File: src/rtl/lpm_pkg.sv
package lpm_pkg;
  localparam int DW   = 32;
  // control word bit positions
  localparam int B_RLP = 0;
  localparam int B_DPD = 1;
  localparam int B_CLRW = 2;
  localparam int B_CLRS = 3;
  localparam int B_MEN = 4;
  localparam int B_LVL = 5;
  localparam int LVLW  = 3;
  localparam int B_BKP = 8;
  localparam int B_ULP = 9;
  localparam int B_FWU = 10;
  localparam int B_VR  = 11;
  localparam int VRW   = 2;
  localparam int B_LPR = 14;
  // status word bit positions
  localparam int S_WK  = 0;
  localparam int S_SB  = 1;
  localparam int S_MON = 2;
  localparam int S_VSB = 4;
  localparam int S_RLP = 5;
  localparam int S_PEN = 8;
  localparam int CLR_GAP = B_CLRW - S_WK;

  localparam logic [VRW-1:0]  VR_DEFAULT = 2'b10;
  localparam logic [VRW-1:0]  VR_LPRUN   = 2'b10;
  localparam logic [LVLW-1:0] LVL_EXT    = 3'd7;

  localparam logic [DW-1:0] ONE = DW'(1);
  localparam logic [DW-1:0] CTRL_WMASK =
      (ONE << B_RLP) | (ONE << B_DPD) | (ONE << B_MEN) |
      (((ONE << LVLW) - ONE) << B_LVL) | (ONE << B_BKP) |
      (ONE << B_ULP) | (ONE << B_FWU) |
      (((ONE << VRW) - ONE) << B_VR) | (ONE << B_LPR);
  localparam logic [DW-1:0] CTRL_RST = DW'(VR_DEFAULT) << B_VR;

  // low-power run may start only in the run range with the regulator bit held
  function automatic logic lprun_allowed(input logic [DW-1:0] cur,
                                         input logic [DW-1:0] nxt);
    return (cur[B_VR +: VRW] == VR_LPRUN) && (nxt[B_VR +: VRW] == VR_LPRUN) &&
           cur[B_RLP] && nxt[B_RLP];
  endfunction

  // next control word for a bus write
  function automatic logic [DW-1:0] ctrl_update(input logic [DW-1:0] cur,
                                                input logic [DW-1:0] wd,
                                                input logic busy);
    logic [DW-1:0] n;
    logic held;
    held = cur[B_LPR];
    n = wd & CTRL_WMASK;
    if (busy || held) n[B_VR +: VRW] = cur[B_VR +: VRW];
    if (!held && n[B_LPR] && !lprun_allowed(cur, n)) n[B_LPR] = 1'b0;
    if (held) n[B_RLP] = 1'b1;
    return n;
  endfunction

  // next control word for a soft reset
  function automatic logic [DW-1:0] ctrl_soft(input logic [DW-1:0] cur);
    logic [DW-1:0] n;
    n = CTRL_RST;
    n[B_ULP] = cur[B_ULP];
    n[B_FWU] = cur[B_FWU];
    return n;
  endfunction
endpackage

File: src/rtl/lpm_ctrl_reg.sv
module lpm_ctrl_reg
  import lpm_pkg::*;
(
  input  logic          clk,
  input  logic          rst_n,
  input  logic          soft_rst,
  input  logic          wr_en,
  input  logic [DW-1:0] wdata,
  input  logic          busy,
  output logic [DW-1:0] ctrl_q,
  output logic          vr_change,
  output logic          clr_wake,
  output logic          clr_sb
);
  logic [DW-1:0] ctrl_d;

  always_comb begin
    ctrl_d = ctrl_q;
    if (soft_rst)   ctrl_d = ctrl_soft(ctrl_q);
    else if (wr_en) ctrl_d = ctrl_update(ctrl_q, wdata, busy);
  end

  assign vr_change = (ctrl_d[B_VR +: VRW] != ctrl_q[B_VR +: VRW]);
  assign clr_wake  = wr_en && !soft_rst && wdata[S_WK + CLR_GAP];
  assign clr_sb    = wr_en && !soft_rst && wdata[S_SB + CLR_GAP];

  always_ff @(posedge clk or negedge rst_n) begin
    if (!rst_n) ctrl_q <= CTRL_RST;
    else        ctrl_q <= ctrl_d;
  end

  // low-power run is only ever held in the run range
  a_r6_lprun_range: assert property (@(posedge clk) disable iff (!rst_n)
    ctrl_q[B_LPR] |-> (ctrl_q[B_VR +: VRW] == VR_LPRUN));
  // regulator low-power bit stays while low-power run is set
  a_r7_rlp_held: assert property (@(posedge clk) disable iff (!rst_n)
    ctrl_q[B_LPR] |-> ctrl_q[B_RLP]);
  // range is frozen while the busy flag is up
  a_r5_range_frozen: assert property (@(posedge clk) disable iff (!rst_n)
    (busy && !soft_rst) |=> $stable(ctrl_q[B_VR +: VRW]));
endmodule

File: src/rtl/lpm_reg_hs.sv
module lpm_reg_hs (
  input  logic clk,
  input  logic rst_n,
  input  logic vr_change,
  input  logic lprun,
  input  logic vreg_rdy,
  output logic vs_busy,
  output logic rlp_flag
);
  always_ff @(posedge clk or negedge rst_n) begin
    if (!rst_n) begin
      vs_busy  <= 1'b0;
      rlp_flag <= 1'b0;
    end else begin
      vs_busy  <= vr_change | (vs_busy & ~vreg_rdy);
      rlp_flag <= lprun | (rlp_flag & ~vreg_rdy);
    end
  end

  // a range change raises busy and it holds until ready
  a_r4_busy_on_change: assert property (@(posedge clk) disable iff (!rst_n)
    vr_change |=> vs_busy);
  a_r4_busy_hold: assert property (@(posedge clk) disable iff (!rst_n)
    (vs_busy && !vreg_rdy) |=> vs_busy);
  // regulator flag only drops after the regulator reports ready
  a_r8_rlp_hold: assert property (@(posedge clk) disable iff (!rst_n)
    (rlp_flag && !vreg_rdy) |=> rlp_flag);
  a_r8_rlp_clear: assert property (@(posedge clk) disable iff (!rst_n)
    $fell(rlp_flag) |-> ($past(vreg_rdy) && !$past(lprun)));
endmodule

File: src/rtl/lpm_flags.sv
module lpm_flags #(
  parameter int NPINS = 3
) (
  input  logic             clk,
  input  logic             rst_n,
  input  logic             pen_we,
  input  logic [NPINS-1:0] pen_wd,
  input  logic [NPINS-1:0] wk_pin,
  input  logic             rtc_wake,
  input  logic             dsleep_stb,
  input  logic             dpd_sel,
  input  logic             clr_wake,
  input  logic             clr_sb,
  output logic [NPINS-1:0] pin_en,
  output logic             wake_flag,
  output logic             sb_flag
);
  logic [NPINS-1:0] pin_q;
  logic [NPINS-1:0] rise;
  logic             wake_evt;
  logic             sb_evt;

  for (genvar i = 0; i < NPINS; i++) begin : g_pin
    assign rise[i] = wk_pin[i] & ~pin_q[i] & pin_en[i];
  end

  assign wake_evt = (|rise) | rtc_wake;
  assign sb_evt   = dsleep_stb & dpd_sel;

  always_ff @(posedge clk or negedge rst_n) begin
    if (!rst_n) begin
      pin_q     <= '0;
      pin_en    <= '0;
      wake_flag <= 1'b0;
      sb_flag   <= 1'b0;
    end else begin
      pin_q <= wk_pin;
      if (pen_we) pin_en <= pen_wd;
      if (wake_evt)      wake_flag <= 1'b1;
      else if (clr_wake) wake_flag <= 1'b0;
      if (sb_evt)        sb_flag <= 1'b1;
      else if (clr_sb)   sb_flag <= 1'b0;
    end
  end

  // wake flag only rises after an enabled edge or a clock event
  a_r9_wake_cause: assert property (@(posedge clk) disable iff (!rst_n)
    $rose(wake_flag) |-> $past(wake_evt));
  // a clear with no competing event empties the flag
  a_r11_wake_clear: assert property (@(posedge clk) disable iff (!rst_n)
    (clr_wake && !wake_evt) |=> !wake_flag);
  // standby flag only rises after a strobe with deep power-down chosen
  a_r10_sb_cause: assert property (@(posedge clk) disable iff (!rst_n)
    $rose(sb_flag) |-> $past(sb_evt));
endmodule

File: src/rtl/lpm_ctrl.sv
module lpm_ctrl
  import lpm_pkg::*;
#(
  parameter int NPINS = 3
) (
  input  logic             clk,
  input  logic             rst_n,
  input  logic             soft_rst,
  input  logic             bus_sel,
  input  logic             bus_wr,
  input  logic             bus_addr,
  input  logic [31:0]      bus_wdata,
  output logic [31:0]      bus_rdata,
  input  logic             dsleep_stb,
  input  logic [NPINS-1:0] wk_pin,
  input  logic             rtc_wake,
  input  logic             cmp_out,
  input  logic             vreg_rdy,
  output logic             mon_en,
  output logic [2:0]       mon_lvl,
  output logic             mon_ext_sel,
  output logic             bkp_wr_en,
  output logic             ulp_en,
  output logic             fast_wake,
  output logic [1:0]       vrange,
  output logic             reg_lp_sel,
  output logic             dpd_sel,
  output logic             lprun_req,
  output logic             clk_stop_req
);
  logic [DW-1:0]    ctrl_q;
  logic [DW-1:0]    stat_word;
  logic             wr_ctrl, wr_stat;
  logic             vr_change, clr_wake, clr_sb;
  logic             vs_busy, rlp_flag;
  logic             wake_flag, sb_flag;
  logic [NPINS-1:0] pin_en;

  assign wr_ctrl = bus_sel && bus_wr && (bus_addr == 1'b0);
  assign wr_stat = bus_sel && bus_wr && (bus_addr == 1'b1);

  lpm_ctrl_reg u_ctrl (
    .clk(clk), .rst_n(rst_n), .soft_rst(soft_rst), .wr_en(wr_ctrl),
    .wdata(bus_wdata), .busy(vs_busy), .ctrl_q(ctrl_q),
    .vr_change(vr_change), .clr_wake(clr_wake), .clr_sb(clr_sb)
  );

  lpm_reg_hs u_hs (
    .clk(clk), .rst_n(rst_n), .vr_change(vr_change), .lprun(ctrl_q[B_LPR]),
    .vreg_rdy(vreg_rdy), .vs_busy(vs_busy), .rlp_flag(rlp_flag)
  );

  lpm_flags #(.NPINS(NPINS)) u_flags (
    .clk(clk), .rst_n(rst_n), .pen_we(wr_stat),
    .pen_wd(bus_wdata[S_PEN +: NPINS]), .wk_pin(wk_pin), .rtc_wake(rtc_wake),
    .dsleep_stb(dsleep_stb), .dpd_sel(ctrl_q[B_DPD]), .clr_wake(clr_wake),
    .clr_sb(clr_sb), .pin_en(pin_en), .wake_flag(wake_flag), .sb_flag(sb_flag)
  );

  always_comb begin
    stat_word                 = '0;
    stat_word[S_WK]           = wake_flag;
    stat_word[S_SB]           = sb_flag;
    stat_word[S_MON]          = cmp_out & ctrl_q[B_MEN];
    stat_word[S_VSB]          = vs_busy;
    stat_word[S_RLP]          = rlp_flag;
    stat_word[S_PEN +: NPINS] = pin_en;
  end

  assign bus_rdata    = bus_addr ? stat_word : ctrl_q;
  assign mon_en       = ctrl_q[B_MEN];
  assign mon_lvl      = ctrl_q[B_LVL +: LVLW];
  assign mon_ext_sel  = ctrl_q[B_MEN] && (ctrl_q[B_LVL +: LVLW] == LVL_EXT);
  assign bkp_wr_en    = ctrl_q[B_BKP];
  assign ulp_en       = ctrl_q[B_ULP];
  assign fast_wake    = ctrl_q[B_FWU];
  assign vrange       = ctrl_q[B_VR +: VRW];
  assign reg_lp_sel   = ctrl_q[B_RLP];
  assign dpd_sel      = ctrl_q[B_DPD];
  assign lprun_req    = ctrl_q[B_LPR];
  assign clk_stop_req = vs_busy;

  // every range change at the pins comes with a clock stop request
  a_r4_clk_stop_on_change: assert property (@(posedge clk) disable iff (!rst_n)
    !$stable(vrange) |-> clk_stop_req);
  // soft reset leaves both low-power options untouched
  a_r12_soft_keeps: assert property (@(posedge clk) disable iff (!rst_n)
    soft_rst |=> (ulp_en == $past(ulp_en)) && (fast_wake == $past(fast_wake)));
  // low-power run is never requested outside the run range
  a_r6_req_range: assert property (@(posedge clk) disable iff (!rst_n)
    $rose(lprun_req) |-> $past(vrange) == 2'b10);
endmodule

File: config.mk
export PLATFORM = sky130hd
export DESIGN_NAME = lpm_ctrl
export DESIGN_NICKNAME = d
export VERILOG_FILES = /design/src/rtl/lpm_pkg.sv /design/src/rtl/lpm_ctrl_reg.sv /design/src/rtl/lpm_reg_hs.sv /design/src/rtl/lpm_flags.sv /design/src/rtl/lpm_ctrl.sv
export SDC_FILE = /design/constraint.sdc
export NUM_CORES = 1
export LEC_CHECK = 0
export BUFFER_PORTS_ARGS = -buffer_cell sky130_fd_sc_hd__buf_4
export CORE_MARGIN = 2
export CORE_UTILIZATION = 40
export DETAILED_ROUTE_END_ITERATION = 10
export GPL_TIMING_DRIVEN = 1
export PLACE_DENSITY = 0.87
export SYNTH_ARGS = -nofsm -noshare
export SYNTH_HDL_FRONTEND = slang
export SYNTH_SLANG_ARGS = --single-unit
File: constraint.sdc
create_clock -name clk -period 1.7 [get_ports clk]
set_clock_uncertainty 0.1 [all_clocks]
set_input_delay 0 -clock clk [delete_from_list [all_inputs] [get_ports clk]]
set_output_delay 0 -clock clk [all_outputs]
set_load 0.01 [all_outputs]
; ---- Yosys cells after proc, flatten, opt, wreduce, memory -nomap -nowiden
; Cells that the tools add are included.
[op_classes]
add_sub_neg = 0
mul = 0
n_bitwise = 19
n_div = 0
n_eq_ne = 4
mux = 12
order_cmp = 0
shift = 0
n_reduce_logical = 21
[op_table]
columns = cell, count
row1 = 2-to-1 mux 32 bit, 3
row2 = logical AND 1 bit, 12
row3 = bitwise AND 1 bit, 10
row4 = 2-to-1 mux 1 bit, 6
row5 = 2-to-1 mux 2 bit, 3
row6 = NOT 1 bit, 6
row7 = nonzero test 2 bit, 3
row8 = == test 2 bit (second input constant), 2
row9 = == test 3 bit (second input constant), 1
row10 = logical NOT 1 bit, 3
row11 = OR 1 bit, 3
row12 = OR reduction 3 bit, 1
row13 = != test 2 bit, 1
row14 = AND reduction 2 bit, 1
row15 = logical OR 1 bit, 1
[word_totals]
out_inout_bits = 46
rom_bits = 0
latch_bits = 0
ramBits = 0
wordCells = 65
reg_bits = 42
n_memories = 0

; ---- Longest topological paths before layout
; Gate-level depths: netlist of run 1.
[depth]
word_depth = 15
ltp_mapped = 6
depth_no_buf = 4

; ---- By module
; From an unflattened synthesis of run 1, not the netlist that was laid out.
[unflattened]
hier_cells = 145
area_unflattened_um2 = 1406.3
[by_module_without_submodules]
columns = mod, cells_each, area_each_um2, n_inst
row1 = lpm_ctrl_reg, 77, 737.0, 1
row2 = lpm_ctrl, 42, 319.1, 1
row3 = lpm_flags, 21, 281.5, 1
row4 = lpm_reg_hs, 5, 68.8, 1

; ---- Worst setup path before layout of run 1
; No wires, ideal clock.
[synth_path]
kind = reg2reg
startpoint = register u_ctrl.ctrl_q[12]
endpoint = register u_ctrl.ctrl_q[14]
required_ps = 1522
stages_incl_launch_ff = 4
setup_slack_ps = 283
path_buffers = 0
setup_time_ps = 78
t_arrival_ps = 1239
period_less_slack_ps = 1417
cell_sequence = dfstp_2 > nand2b_1 > or4_1 > a21oi_1
[synth_between]
elab_chain_cells = 12
elab_cells_between_ends = 13
[synth_rtl]
columns = element, line
row1 = "start, declared", lpm_ctrl_reg.sv:10  ; output logic [DW-1:0] ctrl_q,
row2 = "start signal, assigned", lpm_ctrl_reg.sv:29  ; else ctrl_q <= ctrl_d;
row3 = 2-to-1 mux 2 bit, lpm_pkg.sv:53  ; if (busy || held) n[B_VR +: VRW] = cur[B_VR +: VRW];
row4 = 2-to-1 mux 2 bit, lpm_ctrl_reg.sv:20  ; else if (wr_en) ctrl_d = ctrl_update(ctrl_q, wdata, busy);
row5 = 2-to-1 mux 2 bit, lpm_ctrl_reg.sv:19  ; if (soft_rst) ctrl_d = ctrl_soft(ctrl_q);
row6 = == test 2 bit, lpm_pkg.sv:41  ; return (cur[B_VR +: VRW] == VR_LPRUN) && (nxt[B_VR +: VRW] == VR_LPRUN) &&
row7 = logical AND 1 bit * (2 in series), lpm_pkg.sv:41
row8 = logical AND 1 bit *, lpm_pkg.sv:42  ; cur[B_RLP] && nxt[B_RLP];
row9 = logical NOT 1 bit *, lpm_pkg.sv:54  ; if (!held && n[B_LPR] && !lprun_allowed(cur, n)) n[B_LPR] = 1'b0;
row10 = logical AND 1 bit *, lpm_pkg.sv:54
row11 = 2-to-1 mux 1 bit *, lpm_pkg.sv:54
row12 = 2-to-1 mux 32 bit *, lpm_ctrl_reg.sv:20
row13 = 2-to-1 mux 32 bit *, lpm_ctrl_reg.sv:19
; Every way passes the cells marked *; elsewhere a longest branch is shown, timed or not. The select of a mux whose other input is x is not followed.
; A chain may end at the register's enable or synchronous reset.

; ---- Final worst setup path of run 1
[layout_path]
startpoint = input port soft_rst
endpoint = register u_flags.sb_flag
[layout_between]
elab_chain_cells = 4
[layout_rtl]
columns = element, line
row1 = "start, declared", lpm_ctrl.sv:8  ; input logic soft_rst,
row2 = logical NOT 1 bit, lpm_ctrl_reg.sv:25  ; assign clr_sb = wr_en && !soft_rst && wdata[S_SB + CLR_GAP];
row3 = logical AND 1 bit (2 in series), lpm_ctrl_reg.sv:25
row4 = nonzero test 2 bit (no source line), n/a
row5 = "end signal, assigned", lpm_flags.sv:35  ; sb_flag <= 1'b0;
row6 = "end signal, assigned", lpm_flags.sv:41  ; if (sb_evt) sb_flag <= 1'b1;
row7 = "end signal, assigned", lpm_flags.sv:42  ; else if (clr_sb) sb_flag <= 1'b0;
row8 = "end, declared", lpm_flags.sv:16  ; output logic sb_flag
; Every way passes these cells.

==> metrics.csv, run 1 <==
metric;value;unit
core_area;2810;µm²
synth.ff_latch_count;22;
detail_route.wl_per_cell;13.1;µm
leakage_power;0.964;nW
finish.instance_area;1850;µm²
switchingPower;332;µW
numPlacedInstances;199;
floorplan.io_pins;91;
combinationalPowerShare;27.9;%
io_buf_count;53;
seq_power_share;49.0;%
cts_max_path_buffers;2;
grt_first_pass_wirelength;4910;µm
ff2ff_setup_slack;230;ps
via_count_of_the_first_global_routing_pass;1088;
seq_area_frac_synth;45.6;%
switching_share;27.0;%
status;completed;
tritoncts;built;
rows;19;
min_period;1580;ps
post_cts_repair_timing_setup_buffer_count;0;
detail_route.wirelength;3020;µm
ctsHtreeMaxLevel;1;
setup_tns;0;ps
diodes;0;
ys_warn_count;0;
initial_core_util;43.2;%
cp_data_arrival_time;1670;ps
post_synth_instance_area;1210;µm²
clock_latency_on_the_worst_skew_pair;300;ps
finalCritPeriodShare;92.7;%
setup_viol;0;
cp_data_required_time;1800;ps
p_clk_share;23.1;%
synthToLayoutAreaGrowth;53.1;%
synth_top_flop_cell;sky130_fd_sc_hd__dfrtp_1;
drt_iter0_drc;28;
fmax;635;MHz
post_synth_num_cell_types;31;
final_hold_vios;0;
vias;1111;
ir_drop;0.496;mV
postSynthAreaPerCell;10.1;µm²
synth-edff-count;0;
floorplan.die.height;59.0;µm
asyncSetResetFlopFracSynth;100;%
grt_max_degree;23;
route.detailed.vias_per_inst;4.83;
post_synth_inst_count;120;
final_layout_size_suffix_gt1_share;36.2;%
cts_made_buffers;3;
rsz_0062_raised_after_global_routing;no;
powerDensity;663;nW/µm²
hpwlAfterDp;1960;µm
global_route.usage.total;18.8;%
overflow;0;
number_of_sinks_handled_by_clock_tree_synthesis;22;
cellInternalPower;898;µW
antenna_found_initial;0;
cts-root-buf;sky130_fd_sc_hd__clkbuf_4;
report.final.slew_viol_count;0;
finalWeightedCongestion;0.812;
dieArea;3480;µm²
fin_worst_hold_slack;10.1;ps
dieWidth;59.0;µm
number_of_remaining_drc_errors;0;
timing.critical_path.to_type;flip-flop;
drtAntennaViolNets;0;
final_nets;245;
hold_class;input pin to async pin;
layoutNonFillerInstCount;230;
placed_area;1540;µm²
worst_setup_path_start_kind;input pin;
drv.max_cap_violation_count;0;
dr.pass1.iters;4;
critical_path_peak_fanout;12;
critical_path_class;input pin to flip-flop;
cts.clk_slew.worst_paths;130;ps
[metal layers]
metal | up-vias | GRT usage (%) | share of wire [%]
met4 | 0 | 6.17 | 1.3
met2 | 53 | 34.4 | 53
met5 | - | 0 | 0
li1 | 529 | - | -
met1 | 525 | 22.0 | 39
met3 | 4 | 3.28 | 6.9
[cell families after synthesis]
kind of cell | count (synthesis) | synth area share (%)
simple gates | 38 | 16.3
buf+inv | 27 | 15.5
flops | 22 | 45.6
compound gates | 18 | 9.50
mux | 14 | 12.8
other cells | 1 | 0.310
[repair_timing]
action	in CTS	in global routing
hold endpoints to repair	44	0
setup endpoints to repair	0	1
gates resized for setup	0	1
hold buffers	27	0
[synthesized netlist by cell type (2+ instances only)]
cell                       number  area, µm²
sky130_fd_sc_hd__dfrtp_1       21        526
sky130_fd_sc_hd__clkbuf_1       2       7.51
sky130_fd_sc_hd__nor3_1         2       10.0
sky130_fd_sc_hd__buf_4         19        143
sky130_fd_sc_hd__o21ai_0        2       10.0
sky130_fd_sc_hd__mux2_2        12        135
sky130_fd_sc_hd__a21oi_1        7       35.0
sky130_fd_sc_hd__nand2_1       18       67.6
sky130_fd_sc_hd__nor2b_1        4       25.0
sky130_fd_sc_hd__inv_1          4       15.0
sky130_fd_sc_hd__nand3_1        2       10.0
sky130_fd_sc_hd__o22ai_1        2       12.5
sky130_fd_sc_hd__mux2i_1        2       20.0
sky130_fd_sc_hd__a22oi_1        2       15.0
sky130_fd_sc_hd__nor2_1         4       15.0
sky130_fd_sc_hd__buf_6          2       22.5
[metrics by stage]
stage,worst slack [ps],total power [mW],util (%)
2_1_floorplan,283,0.781,-
3_3_place_gp,278,0.892,55.0
3_5_place_dp,256,0.899,55.0
4_1_cts,54.9,1.24,65.9
5_1_grt,79.4,1.30,66.1
6_report,125,1.23,66.1
[area by class of cell]
cell class / instances / area [µm²]
Fill cell: 230 / 951
Timing Repair Buffer: 80 / 668
Sequential cell: 22 / 552
Multi-Input combinational cell: 89 / 544
Tap cell: 31 / 38.8
Clock buffer: 4 / 36.3
Inverter: 4 / 15.0
[flip-flops by register name, summed over array words and instances (netlist names)]
| register | flops |
|---|---|
| u_ctrl.ctrl_q | 12 |
| u_flags.pin_en | 3 |
| u_flags.pin_q | 3 |
| u_flags.sb_flag | 1 |
| u_flags.wake_flag | 1 |
| u_hs.rlp_flag | 1 |
| u_hs.vs_busy | 1 |
[final timing paths]
| path | startpoint | to | depth (start not counted) |
|---|---|---|---|
| setup reg to reg | u_ctrl.ctrl_q[12] | u_ctrl.ctrl_q[14] | 3 |
| max in group asynchronous | rst_n | u_ctrl.ctrl_q[12] | 2 |
| hold / removal | rst_n | u_ctrl.ctrl_q[8] | 2 |
| setup / recovery | soft_rst | u_flags.sb_flag | 6 |
| min in group clk | bus_wr | u_ctrl.ctrl_q[8] | 4 |
| hold reg to reg | u_hs.rlp_flag | u_hs.rlp_flag | 1 |
[worst max-delay path, stage by stage]
cell and delay (ps):
sky130_fd_sc_hd__dlygate4sd3_1 530, sky130_fd_sc_hd__buf_4 180, sky130_fd_sc_hd__nor2_4 160, sky130_fd_sc_hd__nand2_1 70
sky130_fd_sc_hd__a22o_1 170, sky130_fd_sc_hd__dlygate4sd3_1 550
[layout by cell type (no fill, tap or decap), drive strengths merged, types with 4 or more instances in the layout]
| cell | Yosys | routed |
|---|---|---|
| nor2b | 4 | 4 |
| nand2 | 18 | 18 |
| nor2 | 5 | 5 |
| dfrtp | 21 | 21 |
| clkbuf | 2 | 4 |
| buf | 21 | 53 |
| dlygate4sd3 | 0 | 27 |
| inv | 4 | 4 |
| a21oi | 7 | 7 |
| mux2 | 12 | 12 |
| conb | 1 | 19 |
[power by group through the flow]
stage	registers, mW	clock network (mW)	logic [mW]
6_report	0.603	0.285	0.343
5_1_grt	0.610	0.315	0.374
4_1_cts	0.602	0.295	0.341
3_5_place_dp	0.610	0	0.289
3_3_place_gp	0.610	0	0.282
2_1_floorplan	0.613	0	0.168
No activity file was read; power rests on OpenSTA's default activity.
==> run 2, diff against run 1 <==
--- a/config.mk
+++ b/config.mk
@@ -6,7 +6,7 @@
 export NUM_CORES = 1
 export LEC_CHECK = 0
 export BUFFER_PORTS_ARGS = -buffer_cell sky130_fd_sc_hd__buf_4
-export CORE_MARGIN = 2
+export CORE_MARGIN = 1
 export CORE_UTILIZATION = 40
 export DETAILED_ROUTE_END_ITERATION = 10
 export GPL_TIMING_DRIVEN = 1
==> metrics.csv, run 2 (synthesis results as in run 1) <==
metric;value;unit;change
grt_max_degree;23;;unchanged
antenna_found_initial;0;;unchanged
cp_data_arrival_time;1760;ps;+90 ps
leakage_power;0.964;nW;about the same
number_of_remaining_drc_errors;13;;+13
ctsHtreeMaxLevel;1;;unchanged
critical_path_peak_fanout;12;;unchanged
cp-startpoint;soft_rst;;
cts-root-buf;sky130_fd_sc_hd__clkbuf_4;;
worst_path_largest_cell_delay;550;ps;about the same
layout.cells.most_common_list;sky130_fd_sc_hd__buf_4 (53), sky130_fd_sc_hd__dlygate4sd3_1 (27), sky130_fd_sc_hd__dfrtp_1 (21);;
tritoncts;built;;
status;complete, but fails checks;;
overflow;0;;unchanged
floorplan.die.height;57.0;µm;-3.4%
min_period;1650;ps;+77.1 ps
path_cells;dlygate4sd3_1, buf_4, nor2_2, nand2_1, a22o_1, dlygate4sd3_1;;
drt_iter0_drc;33;;+18%
dieWidth;57.0;µm;-3.4%
finalCritPeriodShare;97.2;%;+4.5 points
critical_path_class;input pin to flip-flop;;
vias;1106;;-0.45%
dieArea;3250;µm²;-6.7%
core_area;2810;µm²;unchanged
ir_drop;0.520;mV;+4.8%
hpwlAfterDp;1950;µm;-0.64%
largest_reg_flops;12;;unchanged
crit_path_slowest_cell;sky130_fd_sc_hd__dlygate4sd3_1;;
final_nets;245;;unchanged
layoutNonFillerInstCount;230;;unchanged
via_count_of_the_first_global_routing_pass;1080;;-0.74%
global_route.usage.total;19.1;%;+0.27 points
dr.pass1.iters;7;;+3
powerDensity;669;nW/µm²;+0.87%
final_hold_vios;5;;+5
max_flop_register;u_ctrl.ctrl_q;;
report.final.slew_viol_count;0;;unchanged
numPlacedInstances;199;;unchanged
cts_made_buffers;3;;unchanged
timing.critical_path.to_type;flip-flop;;
setup_tns;0;ps;unchanged
rsz_0062_raised_after_global_routing;no;;
number_of_sinks_handled_by_clock_tree_synthesis;22;;unchanged
clock_latency_on_the_worst_skew_pair;310;ps;about the same
top_regs;u_ctrl.ctrl_q: 12 flops, u_flags.pin_en: 3 flops, u_flags.pin_q: 3 flops;;
io_buf_count;53;;unchanged
cp.buffers_inverters;3;;unchanged
drtAntennaViolNets;0;;unchanged
route.detailed.vias_per_inst;4.81;;-0.45%
fin_worst_hold_slack;-2.88;ps;-13.0 ps
cts.clk_slew.worst_paths;120;ps;about the same
floorplan.io_pins;91;;unchanged
cp_top_family;buffers and inverters;;
final_common_cell;sky130_fd_sc_hd__buf_4;;
drv.max_cap_violation_count;0;;unchanged
worst_setup_path_start_kind;input pin;;
rr_startpoint;u_ctrl.ctrl_q[12];;
setup_viol;0;;unchanged
cts_max_path_buffers;2;;unchanged
diodes;0;;unchanged
initial_core_util;43.2;%;unchanged
rows;19;;unchanged
fmax;605;MHz;-4.7%
hold_class;input pin to async pin;;
cp_data_required_time;1810;ps;about the same
detail_route.wirelength;2880;µm;-4.6%
finalWeightedCongestion;0.888;;+9.3%
violated_checks;DRC, hold timing;;
detail_route.wl_per_cell;12.5;µm;-4.6%
final_layout_size_suffix_gt1_share;36.2;%;unchanged
grt_first_pass_wirelength;4750;µm;-3.2%
critical-path-top-cell-by-count;sky130_fd_sc_hd__dlygate4sd3_1;;
synthToLayoutAreaGrowth;52.7;%;
## run 2: cell types whose count changed in the layout (fill, tap and decap cells not counted)
| cell | change |
|---|---|
| sky130_fd_sc_hd__nor2_2 | +1 |
| sky130_fd_sc_hd__nor2_4 | -1 |
## run 2: power breakdown
part	internal (mW)	leakage (nW)	switching, mW	total, mW
combinational	0.198	0.666	0.142	0.341
clock	0.131	0.0210	0.163	0.294
sequential	0.568	0.277	0.0347	0.603
## run 2: final timing paths
check,endpoint,slack (ps),cells after the start
max in group asynchronous,u_ctrl.ctrl_q[12],1230,2
setup / recovery,u_flags.sb_flag,50,6
hold / removal,u_flags.pin_en[2],-3,2
setup reg to reg,u_ctrl.ctrl_q[14],240,3
hold reg to reg,u_flags.wake_flag,410,1
min in group clk,u_ctrl.ctrl_q[8],10,4
## run 2: metal layers
layer	share of wire, %	global-route usage (%)	routed length (µm)
met3	7.7	3.40	223
met1	39	22.4	1120
met4	2.0	7.67	57
met5	0	0	0
met2	51	34.3	1490
## run 2: layout make-up
class	instances	area [µm²]
clock buffers	4	36.3
fillers	236	956
inverters	4	15.0
multi-input cells	89	539
flip-flops and latches	22	552
well taps	31	38.8
repair buffers	80	668
## run 2: metrics by stage
stage	instance area (µm²)	power, mW	worst slack, ps	hold WS, ps	utilization (%)
after CTS	1850	1.24	46.6	3.19	65.9
final	1850	1.24	47.8	-2.88	65.9
after floorplan	1280	0.781	283	-396	-
after global placement	1540	0.891	272	-200	55.0
after detailed placement	1540	0.900	263	-195	55.0
after global routing	1850	1.30	2.98	13.4	65.9
## run 2: repair_timing
action	in CTS	in global routing
hold buffers	27	0
gates resized for setup	0	0
buffers inserted	0	0
hold endpoints to repair	44	0
